$ cat src/rtl/mdrop_rx_pkg.sv
package mdrop_rx_pkg;

   typedef enum logic [1:0] {
      ST_HUNT  = 2'd0,
      ST_START = 2'd1,
      ST_DATA  = 2'd2,
      ST_STOP  = 2'd3
   } rx_state_e;

   function automatic logic maj3(input logic a, input logic b, input logic c);
      return (a & b) | (a & c) | (b & c);
   endfunction

endpackage

$ cat src/rtl/mdrop_rx_sync.sv
module mdrop_rx_sync #(
   parameter int   STAGES  = 2,
   parameter logic RST_VAL = 1'b1
) (
   input  logic clk,
   input  logic rst_n,
   input  logic d,
   output logic q
);
   logic [STAGES-1:0] chain;

   generate
      if (STAGES == 1) begin : g_one
         always_ff @(posedge clk or negedge rst_n) begin
            if (!rst_n) chain <= RST_VAL;
            else        chain <= d;
         end
      end else begin : g_many
         always_ff @(posedge clk or negedge rst_n) begin
            if (!rst_n) chain <= {STAGES{RST_VAL}};
            else        chain <= {chain[STAGES-2:0], d};
         end
      end
   endgenerate

   assign q = chain[STAGES-1];
endmodule

$ cat src/rtl/mdrop_rx_frame.sv
module mdrop_rx_frame
   import mdrop_rx_pkg::*;
#(
   parameter int OVS    = 16,
   parameter int DATA_W = 8,
   parameter bit VOTE3  = 1'b1
) (
   input  logic              clk,
   input  logic              rst_n,
   input  logic              tick,
   input  logic              rx_s,
   input  logic              nine_bit,
   output logic              chr_done,
   output logic [DATA_W:0]   chr_data,
   output logic              chr_msb,
   output logic              chr_ferr,
   output logic              chr_brk
);
   localparam int TW = $clog2(OVS);
   localparam int BW = $clog2(DATA_W + 2);
   localparam logic [TW-1:0] T_A   = TW'(OVS/2 - 1);
   localparam logic [TW-1:0] T_B   = TW'(OVS/2);
   localparam logic [TW-1:0] T_C   = TW'(OVS/2 + 1);
   localparam logic [TW-1:0] T_END = TW'(OVS - 1);

   rx_state_e         st;
   logic [TW-1:0]     tcnt;
   logic [BW-1:0]     bcnt, nbits_q;
   logic              s_a, s_b, bit_v;
   logic [DATA_W:0]   sh, word;

   generate
      if (VOTE3) begin : g_vote3
         assign bit_v = maj3(s_a, s_b, rx_s);
      end else begin : g_vote1
         assign bit_v = s_b;
      end
   endgenerate

   assign word = (nbits_q == BW'(DATA_W + 1)) ? sh : {1'b0, sh[DATA_W:1]};

   always_ff @(posedge clk or negedge rst_n) begin
      if (!rst_n) begin
         st       <= ST_HUNT;
         tcnt     <= '0;
         bcnt     <= '0;
         nbits_q  <= BW'(DATA_W);
         s_a      <= 1'b1;
         s_b      <= 1'b1;
         sh       <= '0;
         chr_done <= 1'b0;
         chr_data <= '0;
         chr_msb  <= 1'b0;
         chr_ferr <= 1'b0;
         chr_brk  <= 1'b0;
      end else begin
         chr_done <= 1'b0;
         if (tick) begin
            if (st == ST_HUNT) begin
               if (!rx_s) begin
                  st      <= ST_START;
                  tcnt    <= TW'(1);
                  bcnt    <= '0;
                  nbits_q <= nine_bit ? BW'(DATA_W + 1) : BW'(DATA_W);
               end
            end else begin
               tcnt <= tcnt + 1'b1;
               if (tcnt == T_A) s_a <= rx_s;
               if (tcnt == T_B) s_b <= rx_s;
               if (tcnt == T_C) begin
                  case (st)
                     ST_START: if (bit_v) st <= ST_HUNT;
                     ST_DATA: begin
                        sh   <= {bit_v, sh[DATA_W:1]};
                        bcnt <= bcnt + 1'b1;
                     end
                     ST_STOP: begin
                        chr_done <= 1'b1;
                        chr_data <= word;
                        chr_msb  <= sh[DATA_W];
                        chr_ferr <= !bit_v;
                        chr_brk  <= !bit_v && (word == '0);
                        st       <= ST_HUNT;
                     end
                     default: ;
                  endcase
               end
               if (tcnt == T_END) begin
                  case (st)
                     ST_START: st <= ST_DATA;
                     ST_DATA:  if (bcnt == nbits_q) st <= ST_STOP;
                     default: ;
                  endcase
               end
            end
         end
      end
   end

   // a character completion is a single-cycle event
   a_r3_done_single: assert property (@(posedge clk) disable iff (!rst_n)
      chr_done |=> !chr_done);

   // the stop cell is entered only after the selected number of data bits
   a_r2_bit_count: assert property (@(posedge clk) disable iff (!rst_n)
      ($past(st) == ST_DATA && st == ST_STOP) |-> (bcnt == nbits_q));

   // a frame can only complete from a confirmed start
   a_r1_start_leaves_hunt: assert property (@(posedge clk) disable iff (!rst_n)
      ($past(st) == ST_HUNT && st != ST_HUNT) |-> (st == ST_START));
endmodule

$ cat src/rtl/mdrop_rx_idle.sv
module mdrop_rx_idle #(
   parameter int OVS    = 16,
   parameter int DATA_W = 8
) (
   input  logic clk,
   input  logic rst_n,
   input  logic tick,
   input  logic rx_s,
   input  logic nine_bit,
   input  logic rearm,
   output logic idle_pulse
);
   localparam int TW = $clog2(OVS);
   localparam int IW = $clog2(DATA_W + 4);
   localparam logic [TW-1:0] T_END = TW'(OVS - 1);

   logic [TW-1:0] cnt;
   logic [IW-1:0] bits, need;
   logic          armed;

   assign need = nine_bit ? IW'(DATA_W + 3) : IW'(DATA_W + 2);

   always_ff @(posedge clk or negedge rst_n) begin
      if (!rst_n) begin
         cnt        <= '0;
         bits       <= '0;
         armed      <= 1'b1;
         idle_pulse <= 1'b0;
      end else begin
         idle_pulse <= 1'b0;
         if (rearm) armed <= 1'b1;
         if (tick) begin
            if (!rx_s) begin
               cnt  <= '0;
               bits <= '0;
            end else begin
               cnt <= cnt + 1'b1;
               if (cnt == T_END) begin
                  if (bits < need) bits <= bits + 1'b1;
                  if (bits == need - 1'b1 && armed) begin
                     idle_pulse <= 1'b1;
                     armed      <= 1'b0;
                  end
               end
            end
         end
      end
   end

   // one pulse per idle period
   a_r10_idle_single: assert property (@(posedge clk) disable iff (!rst_n)
      idle_pulse |=> !idle_pulse);

   // idle is only reported while the line is high
   a_r9_idle_line_high: assert property (@(posedge clk) disable iff (!rst_n)
      idle_pulse |-> $past(rx_s));
endmodule

$ cat src/rtl/mdrop_rx_wake.sv
module mdrop_rx_wake (
   input  logic clk,
   input  logic rst_n,
   input  logic wake_addr,
   input  logic sleep_req,
   input  logic chr_done,
   input  logic chr_ferr,
   input  logic chr_msb,
   input  logic idle_pulse,
   output logic asleep,
   output logic deliver,
   output logic addr_hit
);
   logic wake_ev;

   assign addr_hit = wake_addr & chr_msb;
   assign deliver  = chr_done & !chr_ferr & (!asleep | addr_hit);
   assign wake_ev  = asleep & (wake_addr ? deliver : idle_pulse);

   always_ff @(posedge clk or negedge rst_n) begin
      if (!rst_n)         asleep <= 1'b0;
      else if (sleep_req) asleep <= 1'b1;
      else if (wake_ev)   asleep <= 1'b0;
   end

   // a sleep request always wins at its edge
   a_r6_sleep_enter: assert property (@(posedge clk) disable iff (!rst_n)
      sleep_req |=> asleep);

   // nothing but an address mark is delivered while asleep
   a_r7_quiet_asleep: assert property (@(posedge clk) disable iff (!rst_n)
      (asleep && deliver) |-> (wake_addr && chr_msb));

   // an address character wakes a sleeping receiver
   a_r8_addr_wake: assert property (@(posedge clk) disable iff (!rst_n)
      (asleep && deliver && !sleep_req) |=> !asleep);

   // an idle period wakes a sleeping receiver in idle-line mode
   a_r9_idle_wake: assert property (@(posedge clk) disable iff (!rst_n)
      (asleep && !wake_addr && idle_pulse && !sleep_req) |=> !asleep);

   // sleep ends only on a wake event
   a_r12_wake_cause: assert property (@(posedge clk) disable iff (!rst_n)
      $fell(asleep) |-> $past(deliver || idle_pulse));
endmodule

$ cat src/rtl/mdrop_rx.sv
module mdrop_rx #(
   parameter int OVS      = 16,
   parameter int DATA_W   = 8,
   parameter int SYNC_STG = 2,
   parameter bit VOTE3    = 1'b1
) (
   input  logic              clk,
   input  logic              rst_n,
   input  logic              rx_line,
   input  logic              os_tick,
   input  logic              nine_bit,
   input  logic              wake_addr,
   input  logic              sleep_req,
   output logic [DATA_W:0]   data_out,
   output logic              data_valid,
   output logic              data_is_addr,
   output logic              asleep,
   output logic              idle_flag,
   output logic              frame_err,
   output logic              break_flag
);
   generate
      if (OVS < 8 || (OVS & (OVS - 1)) != 0) begin : g_bad_ovs
         $error("mdrop_rx: OVS must be a power of two and at least 8");
      end
      if (DATA_W < 2) begin : g_bad_width
         $error("mdrop_rx: DATA_W must be at least 2");
      end
      if (SYNC_STG < 1) begin : g_bad_sync
         $error("mdrop_rx: SYNC_STG must be at least 1");
      end
   endgenerate

   logic rx_s;
   logic chr_done, chr_msb, chr_ferr, chr_brk;
   logic idle_pulse, deliver, addr_hit;

   mdrop_rx_sync #(.STAGES(SYNC_STG), .RST_VAL(1'b1)) u_sync (
      .clk(clk), .rst_n(rst_n), .d(rx_line), .q(rx_s));

   mdrop_rx_frame #(.OVS(OVS), .DATA_W(DATA_W), .VOTE3(VOTE3)) u_frame (
      .clk(clk), .rst_n(rst_n), .tick(os_tick), .rx_s(rx_s), .nine_bit(nine_bit),
      .chr_done(chr_done), .chr_data(data_out), .chr_msb(chr_msb),
      .chr_ferr(chr_ferr), .chr_brk(chr_brk));

   mdrop_rx_idle #(.OVS(OVS), .DATA_W(DATA_W)) u_idle (
      .clk(clk), .rst_n(rst_n), .tick(os_tick), .rx_s(rx_s), .nine_bit(nine_bit),
      .rearm(chr_done), .idle_pulse(idle_pulse));

   mdrop_rx_wake u_wake (
      .clk(clk), .rst_n(rst_n), .wake_addr(wake_addr), .sleep_req(sleep_req),
      .chr_done(chr_done), .chr_ferr(chr_ferr), .chr_msb(chr_msb),
      .idle_pulse(idle_pulse), .asleep(asleep), .deliver(deliver), .addr_hit(addr_hit));

   assign data_valid   = deliver;
   assign data_is_addr = deliver & addr_hit;
   assign idle_flag    = idle_pulse;
   assign frame_err    = chr_done & chr_ferr;
   assign break_flag   = chr_done & chr_brk;

   // a framing error never comes with a data strobe
   a_r4_ferr_no_data: assert property (@(posedge clk) disable iff (!rst_n)
      frame_err |-> !data_valid);

   // a break is a framing error on an all-zero character
   a_r5_break_is_ferr: assert property (@(posedge clk) disable iff (!rst_n)
      break_flag |-> (frame_err && data_out == '0));
endmodule

$ cat config.mk
export PLATFORM = sky130hd
export DESIGN_NAME = mdrop_rx
export DESIGN_NICKNAME = d
export VERILOG_FILES = /design/src/rtl/mdrop_rx_pkg.sv /design/src/rtl/mdrop_rx_sync.sv /design/src/rtl/mdrop_rx_frame.sv /design/src/rtl/mdrop_rx_idle.sv /design/src/rtl/mdrop_rx_wake.sv /design/src/rtl/mdrop_rx.sv
export SDC_FILE = /design/constraint.sdc
export NUM_CORES = 1
export LEC_CHECK = 0
export ABC_AREA = 1
export BUFFER_PORTS_ARGS = -buffer_cell sky130_fd_sc_hd__buf_2
export CAP_MARGIN = 40
export CORE_MARGIN = 4
export CORE_UTILIZATION = 50
export CTS_BUF_LIST = sky130_fd_sc_hd__clkbuf_2
export CTS_CLUSTER_DIAMETER = 40
export DETAILED_ROUTE_END_ITERATION = 7
export PLACE_DENSITY_LB_ADDON = 0.15
export SLEW_MARGIN = 20
export SYNTH_ARGS = -nofsm -noshare
export SYNTH_HDL_FRONTEND = slang
export SYNTH_SLANG_ARGS = --single-unit
$ cat constraint.sdc
create_clock -name clk -period 3.95 [get_ports clk]
set_input_delay 0.395 -clock clk [delete_from_list [all_inputs] [get_ports clk]]
set_output_delay 0.395 -clock clk [all_outputs]
set_load 0.1 [all_outputs]
==> summary.txt <==
Cells and area
  • Most common cell after layout, fill and taps aside: nand2_1
  • Layout cells sized above 1: 14.5%
  • Final instance area: roughly 0.0027 mm2
  • Fin cells: between 300 and 400
  • Most frequent cells in the layout: nand2_1, dfrtp_1, inv_1
  • Post-Route Utilization: between 50 and 60%
  • Synth-to-layout area growth: 10.0%
  • Nets: 328
  • Ant. Diodes: 0

Clocking
  • Later-pin clock latency in the skew report: 0.41 ns
  • CTS root buf: clkbuf_2
  • CTS H-tree lvls: 2
  • Hold_buf cts: 1
  • Post-CTS Resized: 0
  • CTS Buf Count: 5
  • Clock buffer depth: 2
  • Reg clk slew, reported paths: 0.24 ns
  • CTS tree: done
  • Post-CTS setup buffers: 0
  • CTS Sinks: 48

Synthesis
  • EDFF count, synth: 0
  • Cells after Synth: about 290
  • Net count after synthesis: about 300
  • Async SR Flop Fraction: 100%
  • YS warnings: 0
  • Yosys cell types: 29
  • Sequential-to-total area share from yosys stat: roughly 50%
  • Syn avg cell area: 8.54 um2
  • Synth Register Bits: 48
  • Post-Syn Area: about 0.0024 mm2
  • Most used DFF post-synth: dfrtp_1

Timing
  • Setup TNS: 0 ns
  • Peak Freq: roughly 520 MHz
  • Final Hold Viols: 0
  • Worst hold slack: 0.157 ns
  • Slew headroom: around 66%
  • Worst-case clock skew: around 0.018 ns
  • Worst Setup Slack, final: between 2 and 2.5 ns
  • RSZ-0062 raised after global routing: false
  • Final period util: roughly 50%
  • Final min period: 1.93 ns
  • Final setup fails: 0
  • Final Max Slew Viols: 0
  • Least-Margin Pin Slew: 0.507 ns

Global route
  • Antenna violations before repair: 0
  • Total gr overflow: 0
  • Largest net degree at the start of global routing: 31
  • First-pass GRT wire length: about 8300 um
  • Vias in the first global route: around 1.9k
  • Total track usage: between 10% and 20%

Worst setup path
  • Critical path peak fanout: 2
  • CP Launch Type: flop
  • Worst path arrival time: ~1.5 ns
  • Reg2Reg Depth: 8
  • Worst Setup End Kind: output port
  • RR Endpoint: u_frame.chr_msb
  • Worst path required time: about 3.6 ns
  • Flop2flop setup slack: 2.06 ns
  • Reg2Reg Launch Point: u_frame.st[0]
  • WS Path Type: reg2out

Die
  • I/O pins: 22
  • Die area: a little over 0.006 mm2
  • # rows: 25
  • Core area: approximately 0.0047 mm2
  • Die Wd: between 70 and 80 um
  • Die height: 77.8 um
  • Initial Util: about 50%

Placement
  • Port bufs: 21
  • Dpl cell area: 0.00259 mm2
  • Post-DP HPWL: 3260 um
  • Dpl cells: between 300 and 400
  • GPL Wtd Cong: about 0.83
  • Place WS: slightly above 2 ns

Pwr
  • Gate power share: between 30% and 40%
  • Internal Power: around 0.87 mW
  • Sw Share: between 40% and 50%
  • Clock Power Share: around 17%
  • Max VDD drop: roughly 0.38 mV
  • Switching pwr: around 0.65 mW
  • Leak: around 1.4 nW
  • Sequential share of power: between 40% and 50%
  • Power density over cell area: between 500 and 600 mW/mm2
  • Total power: about 1.5 mW

Min path
  • Min-Delay Endpoint: u_wake.asleep
  • Worst Hold Launch: sleep_req
  • HP Class: in2reg
  • WHS Path Cells: 2

Detailed routing
  • Starting DRT DRC Count: 67
  • 1st-pass router iterations: 4
  • Antenna viol nets, final: 0
  • Drt wl/cell: about 11 um
  • Total number of vias: roughly 1.8k
  • Vias per inst: 4.82
  • Final wirelength: 4330 um
  • # DRC: 0

Status
  • Status: completed

Run
  • Max-cap viol count: 0
## kinds of logic (layout without fill, tap and decap cells)
kind of cell,Yosys count,in the layout,share of synthesized area (%)
fa+ha+maj,12,12,6.17
simple gates,123,123,23.4
flops,48,48,49.6
buf+inv,45,70,8.02
xor+xnor,3,3,1.08
compound gates,54,54,11.7
## worst max-delay path, stage by stage (launching register included)
cell and delay [ns]:
dfrtp_1 0.40, nand2_1 0.07, nand2_1 0.06, nand3_1 0.08, nor2_1 0.09, buf_2 0.43
## sequential cells by signal, indices dropped and copies added, names as in the netlist, 2 cells and up
register / count
u_frame.tcnt: 4
u_frame.chr_data: 9
u_frame.st: 2
u_idle.cnt: 4
u_sync.chain: 2
u_idle.bits: 4
u_frame.sh: 9
u_frame.bcnt: 4
## synth_stat cells (all sizes together) (5+ instances only)
master  instances  share of area [%]
a21oi          12                2.5
buf             7                2.0
dfrtp          43                 44
dfstp           5                5.4
ha             12                6.2
inv            38                6.1
nand2          75                 12
nand3          16                3.3
nor2           25                5.7
o21ai          36                7.4
## how the worst max path moves through the flow
stage / startpoint / to / slack [ns] / depth (start not counted)
detailed placement: u_frame.st[0] / u_frame.chr_msb / 2.06 / 8
CTS: u_frame.chr_msb / data_is_addr / 1.98 / 5
global route: u_frame.tcnt[1] / u_frame.bcnt[0] / 1.83 / 8
finish: u_frame.chr_msb / data_is_addr / 2.02 / 5
floorplan: u_wake.asleep / data_is_addr / 1.29 / 3
global placement: u_frame.st[0] / u_frame.chr_data[0] / 2.14 / 8
## final cells by class
type	count	area, um2
Clock buffer	5	25.0
Clock inverter	3	37.5
Fill cell	441	2050
Inverter	38	148
Multi-Input combinational cell	192	1030
Sequential cell	48	1210
Tap cell	67	83.8
Timing Repair Buffer	24	145
## power groups by stage
stage,Sequential (mW),Combinational [mW],Clock (mW)
after CTS,0.699,0.568,0.267
final,0.700,0.562,0.257
after floorplan,0.818,0.339,0
after detailed placement,0.709,0.563,0
after global placement,0.705,0.556,0
after global routing,0.722,0.644,0.291
## layer usage
| layer | routed length (um) | vias up | GRT usage, % | share of wire [%] |
|---|---|---|---|---|
| li1 | - | 953 | - | - |
| met1 | 2210 | 835 | 22.9 | 51 |
| met2 | 1890 | 22 | 26.7 | 44 |
| met3 | 167 | 6 | 4.18 | 3.9 |
| met4 | 61 | 0 | 5.34 | 1.4 |
| met5 | 0 | - | 0 | 0 |
Power figures use the tool's default switching activity.
